==> config.mk <==
export PLATFORM = sky130hd
export DESIGN_NAME = zt_sram
export DESIGN_NICKNAME = d
export VERILOG_FILES = /design/src/rtl/zt_sram.sv
export SDC_FILE = /design/constraint.sdc
export NUM_CORES = 2
export LEC_CHECK = 0
export BUFFER_PORTS_ARGS = -buffer_cell sky130_fd_sc_hd__buf_2
export CAP_MARGIN = 30
export CELL_PAD_IN_SITES_DETAIL_PLACEMENT = 0
export CELL_PAD_IN_SITES_GLOBAL_PLACEMENT = 1
export CORE_MARGIN = 2
export CORE_UTILIZATION = 30
export CTS_BUF_LIST = sky130_fd_sc_hd__clkbuf_16
export DETAILED_ROUTE_END_ITERATION = 8
export GPL_TIMING_DRIVEN = 1
export PLACE_DENSITY_LB_ADDON = 0.1
export SLEW_MARGIN = 5
export SYNTH_ARGS = -nofsm -noshare
export SYNTH_HDL_FRONTEND = slang
export SYNTH_SLANG_ARGS = --single-unit
==> constraint.sdc <==
create_clock -name clk -period 3 [get_ports clk]
set_clock_uncertainty 0.05 [all_clocks]
set_input_delay 0.45 -clock clk [delete_from_list [all_inputs] [get_ports clk]]
set_output_delay 0.45 -clock clk [all_outputs]
set_load 0.02 [all_outputs]
==> src/rtl/zt_sram.sv <==
`timescale 1ns/1ps
module zt_sram #(
  parameter int LANES  = 4,
  parameter int LANE_W = 9,
  parameter int AW     = 6
) (
  input  logic                    clk,
  input  logic                    rst_n,
  input  logic                    clk_en,
  input  logic                    sel,
  input  logic                    wr,
  input  logic                    adv,
  input  logic                    lin_mode,
  input  logic [LANES-1:0]        lane_we,
  input  logic [AW-1:0]           addr,
  input  logic                    sleep,
  input  logic [LANES*LANE_W-1:0] din,
  output logic [LANES*LANE_W-1:0] dout,
  output logic                    dout_oe
);
  localparam int DW    = LANES * LANE_W;
  localparam int DEPTH = 1 << AW;

  logic [DW-1:0] mem [DEPTH];

  logic          b_act, b_wr;
  logic [AW-1:0] b_base;
  logic [1:0]    b_cnt;

  logic             s1_v, s1_wr, s2_v, s2_wr;
  logic [AW-1:0]    s1_addr, s2_addr;
  logic [LANES-1:0] s1_be, s2_be;
  logic [DW-1:0]    rd_data;

  wire [1:0] nxt_cnt  = b_cnt + 2'd1;
  wire [1:0] burst_lo = lin_mode ? (b_base[1:0] + nxt_cnt) : (b_base[1:0] ^ nxt_cnt);
  wire       load     = sel & ~adv & ~sleep;
  wire       step     = adv & b_act & ~sleep;
  wire       desel    = ~sel & ~adv & ~sleep;
  wire          op_wr   = load ? wr : b_wr;
  wire [AW-1:0] op_addr = load ? addr : {b_base[AW-1:2], burst_lo};
  wire          s1_rd   = s1_v & ~s1_wr;
  wire          hit     = s2_v & s2_wr & (s2_addr == s1_addr);

  always_comb begin
    rd_data = mem[s1_addr];
    for (int i = 0; i < LANES; i++)
      if (hit && s2_be[i]) rd_data[i*LANE_W +: LANE_W] = din[i*LANE_W +: LANE_W];
  end

  always_ff @(posedge clk or negedge rst_n) begin
    if (!rst_n) begin
      b_act   <= 1'b0;
      b_wr    <= 1'b0;
      b_base  <= '0;
      b_cnt   <= '0;
      s1_v    <= 1'b0;
      s1_wr   <= 1'b0;
      s1_addr <= '0;
      s1_be   <= '0;
      s2_v    <= 1'b0;
      s2_wr   <= 1'b0;
      s2_addr <= '0;
      s2_be   <= '0;
      dout    <= '0;
      dout_oe <= 1'b0;
    end else if (clk_en) begin
      if (load) begin
        b_act  <= 1'b1;
        b_wr   <= wr;
        b_base <= addr;
        b_cnt  <= '0;
      end else if (step) begin
        b_cnt <= nxt_cnt;
      end else if (desel) begin
        b_act <= 1'b0;
      end
      s1_v    <= load | step;
      s1_wr   <= op_wr;
      s1_addr <= op_addr;
      s1_be   <= lane_we;
      s2_v    <= s1_v;
      s2_wr   <= s1_wr;
      s2_addr <= s1_addr;
      s2_be   <= s1_be;
      dout_oe <= s1_rd;
      if (s1_rd) dout <= rd_data;
    end
  end

  always_ff @(posedge clk) begin
    if (clk_en && s2_v && s2_wr)
      for (int i = 0; i < LANES; i++)
        if (s2_be[i]) mem[s2_addr][i*LANE_W +: LANE_W] <= din[i*LANE_W +: LANE_W];
  end
endmodule

Word level (Yosys, flattened, before mapping)
Memory sizes are Yosys's and may differ from the RTL's. A register that Yosys moved wholly into a read port is not among the register bits.
Cells that the tools add are included.
{"block": "word_totals", "n_memories": 1, "ram_bits": 2304, "reg_bits": 34, "wordCells": 58, "inputBits": 54}
{"memory": "mem", "depth": 64, "width": 36, "rd": 1, "rd_clocked_by_memory_dff": 1, "wr": 1, "line_no": "24", "source": "logic [DW-1:0] mem [DEPTH];"}
{"block": "op_classes", "n_eq_ne": 1, "bitwise_logic": 13, "addsub": 2, "muxes": 20, "reduce_logical": 9}
{"operator": "$mux 1", "count": 16}
{"operator": "$and 1x1->1", "count": 7}
{"operator": "$mux 2", "count": 3}
{"operator": "$mux 6", "count": 1}
{"operator": "$reduce_and 2->1", "count": 3}
{"operator": "$not 1->1", "count": 4}
{"operator": "$reduce_bool 2->1", "count": 2}
{"operator": "$reduce_and 3->1", "count": 1}
{"operator": "$add 2x1->2 const B", "count": 1}
{"operator": "$add 2x2->2", "count": 1}
{"operator": "$logic_and 1x1->1", "count": 2}
{"operator": "$ne 2x2->1 const B", "count": 1}
{"operator": "$xor 2x2->2", "count": 1}
{"operator": "$logic_not 1->1", "count": 1}
{"operator": "$or 1x1->1", "count": 1}

Logic depth before layout (Yosys ltp)
{"block": "depth", "depth_word": 6, "mapped_depth": 12, "mapped_depth_nobuf": 7}

Worst setup path before layout
Ideal clock, no wire load.
{"block": "synth_path", "path_kind": "register -> register", "startpoint": "register s1_addr[2]", "endpoint": "register dout[7] (read register of mem)", "n_path_buf": 4, "slack_ps": 420, "setup_ps": 146, "synth_period_minus_slack_ps": 2580, "path_stages_with_launch": 9, "required_time_ps": 2804, "arrival_time_ps": 2384, "cell_sequence": "dfrtp_1 buf_2 buf_4 buf_2 clkbuf_1 mux4_2 mux4_2 a222oi_1 o211ai_1"}
{"element": "from (decl)", "line_no": "31", "source": "logic [AW-1:0] s1_addr, s2_addr;"}
{"element": "from (signal assigned)", "line_no": "80", "source": "s1_addr <= op_addr;"}
{"element": "to (decl)", "line_no": "18", "source": "output logic [LANES*LANE_W-1:0] dout,"}

==> metrics.md <==
| Metric | Value |
|---|---|
| Status | finished, final reports clean |
| Clk sink count | around 2400 |
| Peak supply drop | ~420 µV |
| Hold_sp | din[15] |
| Worst hold endpoint | mem[26][15]$_DFFE_PP_ |
| Reg-to-reg slack, setup | around 8.7 ps |
| Req. time, crit path | roughly 3700 ps |
| Die ar. | about 310000 µm² |
| Final setup fails | 0 |
| Maxcap violations | 0 |
| Critical Path Start Type | flop |
| DRC violation count after routing | 0 |
| Asr flop ratio synth | between 2 and 3% |
| Clk buf depth | 4 |
| Largest net degree at the start of global routing | 68 |
| Global routing usage on met1 | a little over a quarter |
| Post-synth EDFFs | 2304 |
| Width of the die | ~560 µm |
| First-pass GRT wire length | 411000 µm |
| Fraction of layout cells with a size suffix above 1 | 34.2% |
| Mapped Area | approximately 90000 µm² |
| Synth Warn # | 0 |
| Io pins | about 90 |
| Final ANT Viol Nets | 0 |
| Worst hold margin | 74.6 ps |
| Total power | between 80000 and 90000 µW |
| Worst R2R Path Depth | 8 |
| Initial Utilization | 30.1% |
| DR pass1 iterations | 5 |
| Max-slew violations | 0 |
| Pleak | 0.0361 µW |
| Hold Path Depth | 1 |
| Library cells used by synthesis | 58 |
| Area post-placement | around 100000 µm² |
| Port Buffers | 90 |
| Fin crit share | 99.7% |
| Fmax | about 330 MHz |
| Met3 usage | between 2 and 3% |
| Num CTS Buffers | 281 |
| Most used routing layer in global routing | met2 |
| Register area | about 70000 µm² |
| Clock latency on the worst-skew pair | 900 ps |
| Critical Path AT | 3670 ps |
| Rel. slew slack | about 30% |
| Global route overflow | 0 |
| Final Core Density | a little over a third |
| GRT Resource Usage Total | 19.1% |
| Syn Inst Count | between 4000 and 5000 |
| Area of the multi-input gates | about 20000 µm² |
| Syn nets | ~4200 |
| Die H | around 560 µm |
| CTS tree | built |
| P per Cell Area | just under 800 nW/µm² |
| H-tree depth | 5 |
| Initial DRC Count | 4688 |
| Core Area | about 310000 µm² |
| Nets | slightly above 5000 |
| Reg-to-Reg End | dout[5]$_DFFE_PN0P_ |
| Register bit total from synthesis | ~2400 |
| Worst-path fanout max | 26 |
| Average wire per standard cell | 32.2 µm |
| Via/cell ratio | about 5.0 |
| Worst Max-Slew Pin Slew | 1050 ps |
| Final Cell Area | roughly 110000 µm² |
| P&R area growth vs syn | 20.9% |
| Root buf cell | clkbuf_16 |
| Seq/Total Area, Yosys | 77.1% |
| WS Path Type | flop to flop |
| Via count | roughly 47000 |
| RSZ-0062 raised after global routing | true |
| Row count | approximately 200 |
| Hold WC Path Type | input pin to flop |
| GP Congestion | roughly 0.79 |
| Avg Inst Size Synth | about 22 µm² |
| Top FF cell, synth | edfxtp_1 |
| Clk slew on worst S/H paths | ~60 ps |
| Number of global-route vias before repair | ~48000 |
| GR met2 Demand/Resource | 30.6% |
| Filler cell count | between 20000 and 30000 |
| Initial antenna violation count | 30 |
| Worst r2r src | s1_addr[0]$_DFFE_PN0P_ |
| Hold Fails Final Rpt | 0 |
| Worst slack, placed | -182 ps |
| Worst setup margin | approximately 8.7 ps |
| Minimum clock period | between 2000 and 3000 ps |
| HPWL after DPL | just under 200000 µm |
| Endpoint class of the critical path | flop |
| Routed wire length | approximately 300000 µm |
==> cells in the final DEF (no fill, tap or decap), drive strengths merged, types with 4 or more instances in the layout <==
cell,count
dfrtp,70
edfxtp,2304
o31ai,4
mux2i,110
inv,79
nor2b,13
xnor2,9
o2111ai,9
a21oi,55
a2111oi,9
nor4,8
buf,725
nand2,120
clkinvlp,5
nand4,5
diode,6
mux4,634
and3,7
nor3b,7
o21a,6
clkinv,123
nor2,290
clkbuf,288
o21ai,34
dlygate4sd3,30
o211ai,9
a222oi,10
a211oi,23
and2,19
nand2b,4
nand3,32
a31oi,6
bufinv,17
a21boi,4
mux2,29
nor3,11
a22oi,57
o22ai,18
==> routing by layer <==
layer  part of all wire, %  vias up
met5                 0.053        -
met1                    45    25700
met3                   4.9      383
met4                   2.3       24
met2                    47     1259
li1                      -    19200
==> through the flow <==
stage                     setup TNS [ps]  cells
after floorplan                        0   4193
after global placement              -938   8761
after detailed placement            -909   8766
after CTS                              0   9298
after global routing                -158   9309
final                                  0   9314
==> area by class of cell <==
class | instances | share of cell area [%]
Sequential cell | 2374 | 63.7
Inverter | 8 | 0.0304
Clock buffer | 287 | 6.45
Multi-Input combinational cell | 1567 | 17.8
Antenna cell | 6 | 0.0135
Clock inverter | 216 | 1.47
Tap cell | 4100 | 4.61
Timing Repair Buffer | 756 | 5.86
==> flip-flops by register name, indices dropped and copies added (netlist names), 2 cells and up <==
register	cells
s1_be	4
s2_be	4
dout	36
b_base	6
s1_addr	6
b_cnt	2
mem	2304
s2_addr	6
==> how the worst max path moves through the flow <==
stage / startpoint / endpoint / depth (start not counted)
after floorplan: s1_addr[2]$_DFFE_PN0P_ / dout[7]$_DFFE_PN0P_ / 8
after CTS: s1_addr[0]$_DFFE_PN0P_ / dout[5]$_DFFE_PN0P_ / 8
after global routing: s1_addr[0]$_DFFE_PN0P_ / dout[5]$_DFFE_PN0P_ / 7
after global placement: s1_addr[0]$_DFFE_PN0P_ / dout[5]$_DFFE_PN0P_ / 7
after detailed placement: s1_addr[0]$_DFFE_PN0P_ / dout[5]$_DFFE_PN0P_ / 7
final: s1_addr[0]$_DFFE_PN0P_ / dout[5]$_DFFE_PN0P_ / 8
==> synth_stat cells, types with 11 or more instances <==
cell	number	area, µm²
nor2_1	290	1090
o22ai_1	18	113
clkbuf_1	80	300
a211oi_1	23	173
o21ai_1	19	95.1
mux2_2	27	304
o21ai_0	15	75.1
buf_2	87	435
buf_4	24	180
dfrtp_1	70	1750
nand2_1	120	450
a22oi_1	57	428
buf_1	31	116
mux2i_1	110	1100
and2_1	18	113
buf_6	22	248
a21oi_1	55	275
mux4_2	634	14300
edfxtp_1	2304	69200
nor3_1	11	55.1
nand3_1	32	160
nor2b_1	13	81.3
==> logic make-up after synthesis <==
| group | count (synthesis) | share of synthesized area (%) |
|---|---|---|
| buf+inv | 252 | 1.42 |
| compound gates | 259 | 1.91 |
| mux | 773 | 17.1 |
| fa+ha+maj | 1 | 0.0136 |
| simple gates | 525 | 2.42 |
| flops | 2374 | 77.1 |
| xor+xnor | 9 | 0.0857 |
==> worst max-delay path: stages, from the launching register on <==
cell,delay [ps]
dfrtp_4,450
buf_12,150
buf_16,260
buf_12,270
mux4_2,560
mux4_2,480
mux2i_1,280
buf_4,170
o211ai_1,70
==> report_power, final <==
group          switching [µW]  total (µW)  internal (µW)
clock                   13800       32700          18900
combinational            9420       17500           8120
sequential                672       37400          36700
==> repair_timing <==
item / CTS / global route
endpoints found under the setup margin: 16 / 11
buffers inserted: 3 / 0
cloned: 0 / 1
pin swaps: 0 / 2
hold buffers: 26 / 4
hold endpoints to repair: 140 / 63
resized for setup: 5 / 6
(Power assumes the default switching activity.)
